==> src/rtl/mem_pending_tracker.sv <==
module mem_pending_tracker #(
  parameter int VM_W  = 4,
  parameter int EXP_W = 3,
  parameter int LGK_W = 5
) (
  input  logic             clk,
  input  logic             rst,
  input  logic             issue_valid,
  input  logic [5:0]       issue_class,
  input  logic             vm_done,
  input  logic             exp_done,
  input  logic             lgk_done,
  input  logic             wait_valid,
  input  logic [VM_W-1:0]  wait_vm,
  input  logic [EXP_W-1:0] wait_exp,
  input  logic [LGK_W-1:0] wait_lgk,
  output logic             stall,
  output logic [VM_W-1:0]  vm_cnt,
  output logic [EXP_W-1:0] exp_cnt,
  output logic [LGK_W-1:0] lgk_cnt,
  output logic             overflow_err,
  output logic             underflow_err
);
  localparam logic [VM_W-1:0]  VM_MAX  = {VM_W{1'b1}};
  localparam logic [EXP_W-1:0] EXP_MAX = {EXP_W{1'b1}};
  localparam logic [LGK_W-1:0] LGK_MAX = {LGK_W{1'b1}};

  logic accept, vm_inc, exp_inc, lgk_inc;
  assign accept  = issue_valid && $onehot(issue_class);
  assign lgk_inc = accept && (issue_class[0] || issue_class[1] || issue_class[5]);
  assign exp_inc = accept && (issue_class[2] || issue_class[3] || issue_class[4]);
  assign vm_inc  = exp_inc || (accept && issue_class[5]);

  logic vm_up, vm_dn, exp_up, exp_dn, lgk_up, lgk_dn;
  assign vm_up  = vm_inc  && !vm_done;
  assign vm_dn  = vm_done && !vm_inc;
  assign exp_up = exp_inc && !exp_done;
  assign exp_dn = exp_done && !exp_inc;
  assign lgk_up = lgk_inc && !lgk_done;
  assign lgk_dn = lgk_done && !lgk_inc;

  always_ff @(posedge clk) begin
    if (rst) begin
      vm_cnt  <= '0;
      exp_cnt <= '0;
      lgk_cnt <= '0;
    end else begin
      if (vm_up && vm_cnt != VM_MAX)        vm_cnt <= vm_cnt + 1'b1;
      else if (vm_dn && vm_cnt != '0)       vm_cnt <= vm_cnt - 1'b1;
      if (exp_up && exp_cnt != EXP_MAX)     exp_cnt <= exp_cnt + 1'b1;
      else if (exp_dn && exp_cnt != '0)     exp_cnt <= exp_cnt - 1'b1;
      if (lgk_up && lgk_cnt != LGK_MAX)     lgk_cnt <= lgk_cnt + 1'b1;
      else if (lgk_dn && lgk_cnt != '0)     lgk_cnt <= lgk_cnt - 1'b1;
    end
  end

  always_ff @(posedge clk) begin
    if (rst) begin
      overflow_err  <= 1'b0;
      underflow_err <= 1'b0;
    end else begin
      if ((vm_up && vm_cnt == VM_MAX) || (exp_up && exp_cnt == EXP_MAX) ||
          (lgk_up && lgk_cnt == LGK_MAX))
        overflow_err <= 1'b1;
      if ((vm_dn && vm_cnt == '0) || (exp_dn && exp_cnt == '0) ||
          (lgk_dn && lgk_cnt == '0))
        underflow_err <= 1'b1;
    end
  end

  logic             wait_active;
  logic [VM_W-1:0]  thr_vm;
  logic [EXP_W-1:0] thr_exp;
  logic [LGK_W-1:0] thr_lgk;
  logic [VM_W-1:0]  sel_vm;
  logic [EXP_W-1:0] sel_exp;
  logic [LGK_W-1:0] sel_lgk;
  logic             above;

  assign sel_vm  = wait_valid ? wait_vm  : thr_vm;
  assign sel_exp = wait_valid ? wait_exp : thr_exp;
  assign sel_lgk = wait_valid ? wait_lgk : thr_lgk;
  assign above   = (vm_cnt > sel_vm) || (exp_cnt > sel_exp) || (lgk_cnt > sel_lgk);
  assign stall   = (wait_valid || wait_active) && above;

  always_ff @(posedge clk) begin
    if (rst) begin
      wait_active <= 1'b0;
      thr_vm      <= '0;
      thr_exp     <= '0;
      thr_lgk     <= '0;
    end else begin
      wait_active <= stall;
      if (wait_valid) begin
        thr_vm  <= wait_vm;
        thr_exp <= wait_exp;
        thr_lgk <= wait_lgk;
      end
    end
  end

  AST_RESET_CLEARS: assert property (@(posedge clk)
    rst |=> (vm_cnt == '0 && exp_cnt == '0 && lgk_cnt == '0 && !overflow_err && !underflow_err && !stall));
  AST_FLAT_BOTH: assert property (@(posedge clk) disable iff (rst)
    (issue_valid && issue_class == 6'b100000 && !vm_done && !lgk_done && vm_cnt != VM_MAX && lgk_cnt != LGK_MAX)
    |=> (vm_cnt == $past(vm_cnt) + 1'b1 && lgk_cnt == $past(lgk_cnt) + 1'b1));
  AST_COLLIDE_HOLD: assert property (@(posedge clk) disable iff (rst)
    (vm_inc && vm_done) |=> $stable(vm_cnt));
  AST_NO_OVERFLOW: assert property (@(posedge clk) disable iff (rst)
    (vm_cnt == VM_MAX && vm_inc && !vm_done) |=> (vm_cnt == VM_MAX && overflow_err));
  AST_NO_UNDERFLOW: assert property (@(posedge clk) disable iff (rst)
    (lgk_cnt == '0 && lgk_done && !lgk_inc) |=> (lgk_cnt == '0 && underflow_err));
  AST_STICKY_OVF: assert property (@(posedge clk) disable iff (rst)
    overflow_err |=> overflow_err);
  AST_IDLE_NO_STALL: assert property (@(posedge clk) disable iff (rst)
    (vm_cnt == '0 && exp_cnt == '0 && lgk_cnt == '0) |-> !stall);
  AST_BAD_CLASS: assert property (@(posedge clk) disable iff (rst)
    (!$onehot(issue_class) && !vm_done && !exp_done && !lgk_done)
    |=> ($stable(vm_cnt) && $stable(exp_cnt) && $stable(lgk_cnt)));
endmodule

==> config.mk <==
export PLATFORM = sky130hd
export DESIGN_NAME = mem_pending_tracker
export DESIGN_NICKNAME = d
export VERILOG_FILES = /design/src/rtl/mem_pending_tracker.sv
export SDC_FILE = /design/constraint.sdc
export NUM_CORES = 1
export LEC_CHECK = 0
export BUFFER_PORTS_ARGS = -buffer_cell sky130_fd_sc_hd__buf_4
export CAP_MARGIN = 15
export CORE_MARGIN = 2
export CORE_UTILIZATION = 58
export DETAILED_ROUTE_END_ITERATION = 10
export MAX_ROUTING_LAYER = met4
export PLACE_DENSITY = 0.85
export SETUP_SLACK_MARGIN = 0.2
export SLEW_MARGIN = 20
export SYNTH_ARGS = -nofsm -noshare
export SYNTH_HDL_FRONTEND = slang
export SYNTH_SLANG_ARGS = --single-unit
==> constraint.sdc <==
create_clock -name clk -period 9.16 [get_ports clk]
set_clock_uncertainty 0.05 [all_clocks]
set_input_delay 0.916 -clock clk [delete_from_list [all_inputs] [get_ports clk]]
set_output_delay 0.916 -clock clk [all_outputs]
set_load 0.02 [all_outputs]
[Word level (Yosys, flattened, before mapping)]
Cells that the tools add are included.
Word-level totals
  flip-flop bits (word level): 27
  input bits: 25
Operators by class
  add/sub/neg operators: 11
  order comparisons: 3
  equal/unequal tests: 7
  mux-type cells: 9
  reductions and logical operators: 50
Operators with widths (number)
  $logic_and 1x1->1: 23
  $mux 5: 3
  $logic_or 1x1->1: 12
  $mux 4: 3
  $mux 3: 3
  $add 1x1->2: 3
  $logic_not 1->1: 6
  $reduce_bool 2->1: 3
  $add 5x1->5 const B: 1
  $eq 5x5->1 const B: 1
  $gt 5x5->1: 1
  $logic_not 5->1: 1
  $ne 5x5->1 const B: 1
  $reduce_bool 5->1: 1
  $sub 5x1->5 const B: 1
  $add 4x1->4 const B: 1
  $eq 4x4->1 const B: 1
  $gt 4x4->1: 1
  $logic_not 4->1: 1
  $ne 4x4->1 const B: 1
  $reduce_bool 4->1: 1
  $sub 4x1->4 const B: 1
  $add 2x2->3: 1
  $add 3x1->3 const B: 1
  other kinds (8): 8

[Longest topological paths before layout]
Gate-level depths: netlist (run 1).
  depth in word-level cells: 12
  gate-level depth with buffers: 15
  gate-level depth less buffers: 15

[Least setup slack after synthesis (run 1)]
No wires, ideal clock.
  path kind: input port to flip-flop
  start: input port issue_class[0]
  end: register lgk_cnt[4]
  arrival: 4.653 ns
  path slack: 4.334 ns
  cell stages on the path: 14
  cells stage by stage: inv_1 -> fa_1 -> fa_1 -> inv_1 -> ha_1 -> fa_1 -> and4bb_2 -> nand2b_2 -> or3_1 -> fa_1 -> a21o_1 -> a21oi_1 -> mux2i_1 -> mux2_1
On the way
  cells in the longest elaborated chain, start to end: 10
  elaborated cells on any way between the ends: 15
  those cells by class: 3 x add/sub; 1 x eq/ne; 1 x mux; 10 x reduce/logical
RTL lines
  start: declaration: RTL line 9  | input logic [5:0] issue_class,
  $add 1x1->2 (implied by the code): RTL line 29  | assign accept = issue_valid && $onehot(issue_class);
  $add 2x2->3 (implied by the code): RTL line 29
  $add 3x2->3 (implied by the code): RTL line 29
  $eq 3x1->1: RTL line 29
  $logic_and 1x1->1: RTL line 29
  $logic_and 1x1->1 *: RTL line 30  | assign lgk_inc = accept && (issue_class[0] || issue_class[1] || issue_class[5]);
  $logic_not 1->1: RTL line 40  | assign lgk_dn = lgk_done && !lgk_inc;
  $logic_and 1x1->1: RTL line 40
  $logic_and 1x1->1: RTL line 53  | else if (lgk_dn && lgk_cnt != '0) lgk_cnt <= lgk_cnt - 1'b1;
  $reduce_bool 2->1 (no source line)
  end signal: assignment: RTL line 52  | if (lgk_up && lgk_cnt != LGK_MAX) lgk_cnt <= lgk_cnt + 1'b1;
  end signal: assignment: RTL line 53
  end: declaration: RTL line 20  | output logic [LGK_W-1:0] lgk_cnt,
Every way passes the cells marked *; elsewhere a longest branch is shown, timed or not.
A chain may end at the register's enable or synchronous reset.

[Final worst setup path (run 1)]
  start: input port issue_class[1]
  end: register lgk_cnt[4]
Same word-level chain as after synthesis.

==> results of run 1 <==
[synthesized netlist by cell type, types with 2 or more instances]
cell,n,area [sq um]
dfxtp_1,27,540.5
nor2_1,27,101.4
ha_1,19,237.7
mux2i_1,16,160.2
inv_1,13,48.80
a21oi_1,10,50.05
nor2b_1,8,50.05
fa_1,6,120.1
xnor2_1,5,43.79
a21o_1,4,30.03
nor3_1,4,20.02
o21ai_0,4,20.02
a31oi_1,3,18.77
clkbuf_1,3,11.26
mux2_2,3,33.78
nand4_1,3,18.77
xor2_1,3,26.28
a211oi_1,2,15.01
nand2_1,2,7.510
nand3_1,2,10.01
or3_1,2,12.51
[routing by layer]
layer	track usage [%]	part of all wire [%]
met1	28.44	44
met2	35.16	51
met3	2.620	4.0
met4	7.468	0.84
met5	-	0
[kinds of logic after synthesis]
kind of cell	share of synthesized area, %
multiplexers	11.51
AO/OA/AOI/OAI	12.84
buffers and inverters	3.859
adder cells (fa/ha/maj)	20.07
flip-flops	30.32
AND/OR/NAND/NOR	17.47
XOR/XNOR	3.930
[through the flow]
stage          total power (uW)  util, %
6_report                  586.3    71.30
4_1_cts                   591.5    71.30
3_3_place_gp              527.1    70.42
2_1_floorplan             437.4        -
5_1_grt                   643.5    71.30
3_5_place_dp              537.5    70.42
[worst min-delay path, cell delays in order (launching register included)]
cell     delay [ps]
dfxtp_1         330
mux2i_1          80
nor2_1           80
[power groups by stage]
stage / Clock (uW) / Combinational (uW) / Sequential [uW]
final: 51.6 / 343 / 192
after floorplan: 0 / 225 / 212
after global placement: 0 / 333 / 194
after CTS: 54.0 / 346 / 192
after detailed placement: 0 / 343 / 194
after global routing: 60.4 / 386 / 197
[state kept, by name, indices dropped and copies added (netlist names)]
name / cells
wait_active: 1
exp_cnt: 3
lgk_cnt: 5
vm_cnt: 4
thr_exp: 3
thr_vm: 4
underflow_err: 1
overflow_err: 1
thr_lgk: 5
[area by class of cell]
type / instances / area [sq um]
clock buffer: 4 / 26.28
fill: 261 / 854.6
inverter: 13 / 48.80
multi-input combinational: 143 / 1174
sequential: 27 / 540.5
tap: 33 / 41.29
timing repair buffer: 39 / 292.8
[path summary, 6_finish.rpt]
check	from	endpoint	slack [ps]	cells past startpoint
hold reg to reg	thr_vm[1]	thr_vm[1]	470	2
hold / removal	thr_vm[1]	thr_vm[1]	470	2
setup reg to reg	lgk_cnt[0]	lgk_cnt[4]	6560	8
setup / recovery	issue_class[1]	lgk_cnt[4]	4380	15
==> results.txt, run 1 <==
Gates resized during post-CTS repair numbered 0. The tightest min-delay check is of the reg2reg type. Setup total negative slack on the finished layout was measured at 0 ps.

Before CTS, the worst setup slack after placement is 4002 ps. The detailed router placed 1485 vias in this run. The max-slew violation count came out at 0. By startpoint and endpoint, the worst setup path is classified as in2reg. For this configuration, the core starts out at a cell density of 59.87%. Leaving out fill and tap cells, the most frequent cell in the layout is buf_4. Across the run, the number of max-cap violations was 0. In the routed design, unresolved DRC markers number 0. In this run, synthesis inferred 0 flip-flops with an integrated enable. The number of nets with antenna violations after routing is 0. The number of antenna repair diodes was 0.

STA classifies the critical path startpoint as an input port. The logs give 2 for the maximum clock insertion buffer count and 0.003534 sq mm for the area of the die. Most frequently used flop master after synthesis: dfxtp_1. The area of all placed cells without fillers came out at 0.002123 sq mm. Number of clock sinks: 27. During synthesis, Yosys emitted a total of 0 warnings. The flow ran to the end, and the final reports show no timing, DRC or antenna violations.

The required time of the critical path is 9340 ps, and the clock-pin slew on the worst setup and hold paths is 150 ps. The worst-case IR drop observed on VDD is 0.1756 mV. The cell count after synthesis came out at 188. TritonCTS built the clock tree.

Each instance of the synthesized netlist takes up on average 9.484 sq um. The critical path goes through buf_4, inv_1, fa_1, fa_1, inv_1, ha_1, fa_1, and4bb_2, nand2b_2, or3_1, fa_1, a21o_1, a21oi_1, mux2i_1, mux2_1. On the critical path the largest part of the delay comes from adder cells. The critical path's largest stage delay came out at 500 ps.

Final clock period utilization by the worst path: 52.14%. The congestion estimate from routability-driven global placement came to 0.8472. The synthesized flop and latch total is 27, and the number of buffers added to fix hold violations after cts is 0.

After the last flow step, the layout net total stands at 277. In this run, CTS created clock tree buffers numbering 3. The floorplan step defined a core boundary enclosing 0.002978 sq mm.

40 I/O pins were placed. The first detailed-routing pass took 4 iterations. STA puts the critical path data arrival time at 4960 ps. Wires add up to 3441 um. Registers are responsible for 32.7% of the overall power. The logs give 330 ps for the clock latency reported for the late side of the worst-skew pair and 335.0 uW for the internal power. The switching portion of total power was 42.86%.

Dividing total power by cell area gives a power density of 276.1 mW/mm^2. The depth of the CTS H-tree is 1. Setup repair after global routing left no endpoint under its margin. The total of endpoints with negative setup slack in the final report was 0. The first-pass GRT wire length was 5775 um; the ratio of routed vias to standard cells was 5.734. Including well taps, the total number of placed cells is 255.

The post-route netlist has 23.01% of its cells at a drive strength greater than 1. In this run, the combinational gates consume 58.5% of the power. For the via count of the first global-routing pass, the log shows 1342.

Of all nets on the critical path, the largest fanout is 5. The half-perimeter wire length after detailed placement came out at 2741 um. After synthesis, the share of flip-flops with an asynchronous set or reset is 0%. The critical path endpoint category is a flop. The x dimension of the die is 59.45 um, and the post-layout minimum cycle time is 4776 ps. Static timing analysis puts the maximum clock frequency at 209.4 MHz. The transition time at the pin with the least slew margin is 548.2 ps, and the relative slew slack is 63.23%. Across every metal layer, demand over resource in global routing totals 21.89%. The slack of the critical path was 4384 ps. The root buffer cell chosen for the clock tree is clkbuf_4. The unique cell type count in the Yosys netlist was 43; the count of non-filler cells in the finished layout was 259.

In this run the static leakage power is 0.0009992 uW. In this run the tool buffered the top-level ports with 39 buffer cells. The number of nets handed over by synthesis was 238. The die is 59.45 um tall.

In the final routed layout, each cell accounts on average for 13.29 um. The sum of buffers and inverters on the critical path was 3; the pin count of the biggest net entering global routing was 29. The first-iteration detailed-routing DRC count is 49, and the reported net switching power is 251.3 uW. The number of placement rows is 20. The count of final hold-check violations came out at 0. Across all hold checks on the routed design, the worst slack comes to 467.1 ps. The slowest library cell on the worst path is fa_1.

Total global routing overflow: 0. The cell with the most instances on the worst path was fa_1. Leaving out fill and tap cells, the most frequent cells in the layout are buf_4 (39), nor2_1 (27), dfxtp_1 (27).

In this run the post-CTS setup repair buffer count came out at 0. Area of the mapped netlist: 0.001783 sq mm. From synthesis to final layout, the design area changed by 19.09%. The logs give 0.002097 sq mm for the area after detailed placement and 30.32% for the share of the yosys chip area belonging to registers.

The clock power share is 8.8%, and the number of antenna violations at the first check in global routing is 0.
Power figures use the tool's default switching activity.
==> inputs of run 2 (changes only) <==
--- a/config.mk
+++ b/config.mk
@@ -5,13 +5,14 @@
 export SDC_FILE = /design/constraint.sdc
 export NUM_CORES = 1
 export LEC_CHECK = 0
+export ABC_AREA = 1
 export BUFFER_PORTS_ARGS = -buffer_cell sky130_fd_sc_hd__buf_4
 export CAP_MARGIN = 15
 export CORE_MARGIN = 2
-export CORE_UTILIZATION = 58
+export CORE_UTILIZATION = 54
 export DETAILED_ROUTE_END_ITERATION = 10
 export MAX_ROUTING_LAYER = met4
-export PLACE_DENSITY = 0.85
+export PLACE_DENSITY = 0.79
 export SETUP_SLACK_MARGIN = 0.2
 export SLEW_MARGIN = 20
 export SYNTH_ARGS = -nofsm -noshare
==> constraint.sdc (replaced) <==
create_clock -name clk -period 4.55 [get_ports clk]
set_clock_uncertainty 0.05 [all_clocks]
set_input_delay 0.455 -clock clk [delete_from_list [all_inputs] [get_ports clk]]
set_output_delay 0.455 -clock clk [all_outputs]
set_load 0.02 [all_outputs]
==> results.txt, run 2 <==
The startpoint identified for the worst register-to-register timing path is vm_cnt[1]. The detail route stage leaves a number of antenna-violating nets equal to 0. The depth of the CTS H-tree was 1; the sum of buffers and inverters on the critical path was 4.

The run gives 242 as the instance count of the mapped netlist. Of all cell types, the one taking the most synthesized area is dfxtp_1. The max-slew violation count was 0; the pin count of the biggest net entering global routing was 18. The congestion estimate from routability-driven global placement came to 0.8176. Across every metal layer, demand over resource in global routing totals 21.86%. Setup violations remaining at the end of the flow were counted as 0.

Grouping stages by cell kind, the critical path spends the most delay in adder cells. The Yosys step of the flow raised 0 warnings. The die covers 0.003953 sq mm. In this run, synthesis produced a sequential element count of 27. The startpoint identified for the worst hold timing path is wait_exp[2]. The type of origin of the critical path is an input port. After synthesis, flip-flops and latches occupy 28.88% of the total area. The critical path is of the in2reg type. The slowest library cell on the worst path was fa_1. The effective utilization at floorplan came out at 56.09%. The tools report the cell at the root of the clock tree as clkbuf_4. Summing all placed instances gives a cell area of 0.002197 sq mm.

VDD sags by at most 0.3674 mV. For this run, the top clock speed supported by timing is 277.0 MHz. During I/O placement, the number of pins put on the boundary was 40. The number of antenna violations at the first check in global routing is 0. Class of the most critical hold timing path: in2reg. In this run the worst setup path begins at issue_class[1].

The commonest cells after synthesis are nand2_1 (40), inv_1 (28), nor2_1 (28). The number of remaining DRC errors was 0; the first-pass GRT wire length was 6844 um. The routed layout has 1652 vias. In this run the worst path has a maximum fanout of 7. Setup total negative slack on the finished layout was measured at 0 ps. For the relative slew slack, the log shows 71.68%. The run gives 3718 um as the routed wire length. In the final layout, the registers with the most flip-flops are lgk_cnt: 5 flops, thr_lgk: 5 flops. Number of search-and-repair iterations in the first detailed-routing pass: 5. In the finished design, the share of the clock period the worst path needs comes to 79.33%.

Counting flops with a built-in enable in the synthesized netlist gives 0. TritonCTS built the clock tree. The number of nets at the end of the flow was 331.

Clock tree synthesis inserted a total of 3 buffers. The leakage dissipation is 0.001118 uW. The required time of the critical path is 4730 ps, and the ratio of routed vias to standard cells is 5.067.

By area the synthesized netlist is led by dfxtp_1 (29%), ha_1 (13%), nand2_1 (8.0%), fa_1 (6.4%), inv_1 (5.6%). Half-perimeter wire length after detailed placement: 3037 um. In the synthesized netlist the dominant register cell turns out to be dfxtp_1.

Of the post-synthesis cell area, the dominant cell type holds 28.88%. The number of buffers added to fix hold violations after cts was 0. STA classifies the critical path endpoint as a flop.

The tools report the core area as 0.003337 sq mm. The tools report the via count of the first global-routing pass as 1647. The number of cells upsized or downsized after cts is 0, and the routed wire length per instance is 11.40 um. The run gives 292 as the total nets after synthesis. The average instance in the mapped netlist occupies 7.735 sq um. In this run the cell area of the synthesized design comes to 0.001872 sq mm. Counting along the longest clock path gives a buffer depth of 2. The tools report the count of final hold-check violations as 0. The clock drives 27 sinks. At the worst endpoint, the arrival time is 3790 ps.

The run finished with clean final reports. Most common cell in the synthesized netlist: nand2_1. The clock-pin slew on the worst setup and hold paths is 140 ps, and the number of input and output port buffers inserted is 39.

The number of placement rows came out at 21. The area added between synthesis and finish was 18.78%. The unique cell type count in the Yosys netlist was 28; the power per cell area was 554.4 mW/mm^2.

The cell that appears most often on the critical path is fa_1. The logs give 0 for the number of maximum-capacitance constraint violations and 0 for the total global routing overflow. After the first detailed-routing iteration, the DRC count stood at 47. The number of setup buffers added after CTS came out at 0. The die is 62.88 um tall. In this design, the stage delay of the slowest critical-path cell is 500 ps.

For the pin with the worst max-slew slack, the measured transition is 424.4 ps. Walking the worst path, the cells encountered are buf_4, inv_1, fa_1, fa_1, inv_1, ha_1, fa_1, inv_1, nand2_2, nor2_4, nand2_2, nor2_4, nand2_4, fa_1, nand3_1, nand2_1, o21ai_2, nand3_1, nand2_1, nor2_1. Clock latency on the worst-skew pair, taken at its later pin, is 320 ps.

The post-route netlist has 22.86% of its cells at a drive strength greater than 1. The tools report the number of antenna repair diodes as 0. After routing the design area is 0.002223 sq mm. X dimension of the die: 62.88 um.

Of all flip-flops after synthesis, the portion carrying an async set or reset was 0%. The library cell used most frequently in the layout, excluding fill and tap cells, is nand2_1. Subtracting the final worst setup slack from the clock period gives 3610 ps.

Setup repair after global routing left no endpoint under its margin. The library cells used most frequently in the layout, excluding fill and tap cells, are nand2_1 (40), buf_4 (39), inv_1 (28), nor2_1 (28), dfxtp_1 (27).
==> run 2: worst register-to-register path: stages (launching register included) <==
cell      delay [ps]
dfxtp_1          420
nand2_1           90
inv_1             50
nand2_1           90
nand4_2          230
ha_1             400
a21oi_1          180
nand2_1          100
nand3b_1         180
nand3_1           80
nand2_1           50
inv_1             40
nor2_1            40
==> run 2: layer usage <==
metal	part of all wire [%]	global-route usage [%]	routed length [um]	vias up
met3	3.4	3.964	126	4
met4	1.0	5.833	39	0
met1	44	24.94	1642	745
li1	-	-	-	871
met5	0	-	0	-
met2	51	39.10	1910	32
==> run 2: worst paths after layout <==
kind                 to  slack, ps  depth (start not counted)
min          thr_exp[2]        340                          3
min reg2reg  thr_lgk[0]        430                          2
max          lgk_cnt[4]        940                         20
max reg2reg   vm_cnt[3]       2470                         12
==> run 2: area by class of cell <==
class,instances,area (sq um)
tap,46,57.56
clock buffer,4,26.28
fill,304,1114
sequential,27,540.5
inverter,28,105.1
timing repair buffer,39,292.8
multi-input combinational,182,1201
==> run 2: cell families (layout without fill, tap and decap cells) <==
family                     count (synthesis)  after routing  synth area share (%)
AOI/OAI and AO/OA                         35             35                 10.36
muxes                                      9              9                 4.813
DFF                                       27             27                 28.88
buffers and inverters                     33             71                 6.952
and+or+nand+nor                          110            110                 28.48
adders and majority gates                 25             25                 19.12
xor gates and xnor gates                   3              3                 1.404
==> run 2: metrics by stage <==
stage	instances	hold WS (ps)	util (%)	total power (uW)	worst slack, ps
after CTS	326	339.0	66.63	1249	924.6
final	326	344.4	66.63	1233	940.3
after global placement	322	405.2	65.84	1114	699.9
after detailed placement	322	415.3	65.84	1142	549.9
after floorplan	242	396.6	-	918.5	862.7
after global routing	326	341.4	66.63	1373	668.8
==> run 2: where the power goes <==
part	leakage, uW	total, uW	internal (uW)	switching (uW)
Combinational	0.000879	729	321	408
Sequential	0.000223	401	299	102
Clock	0.0000150	103	34.3	68.7
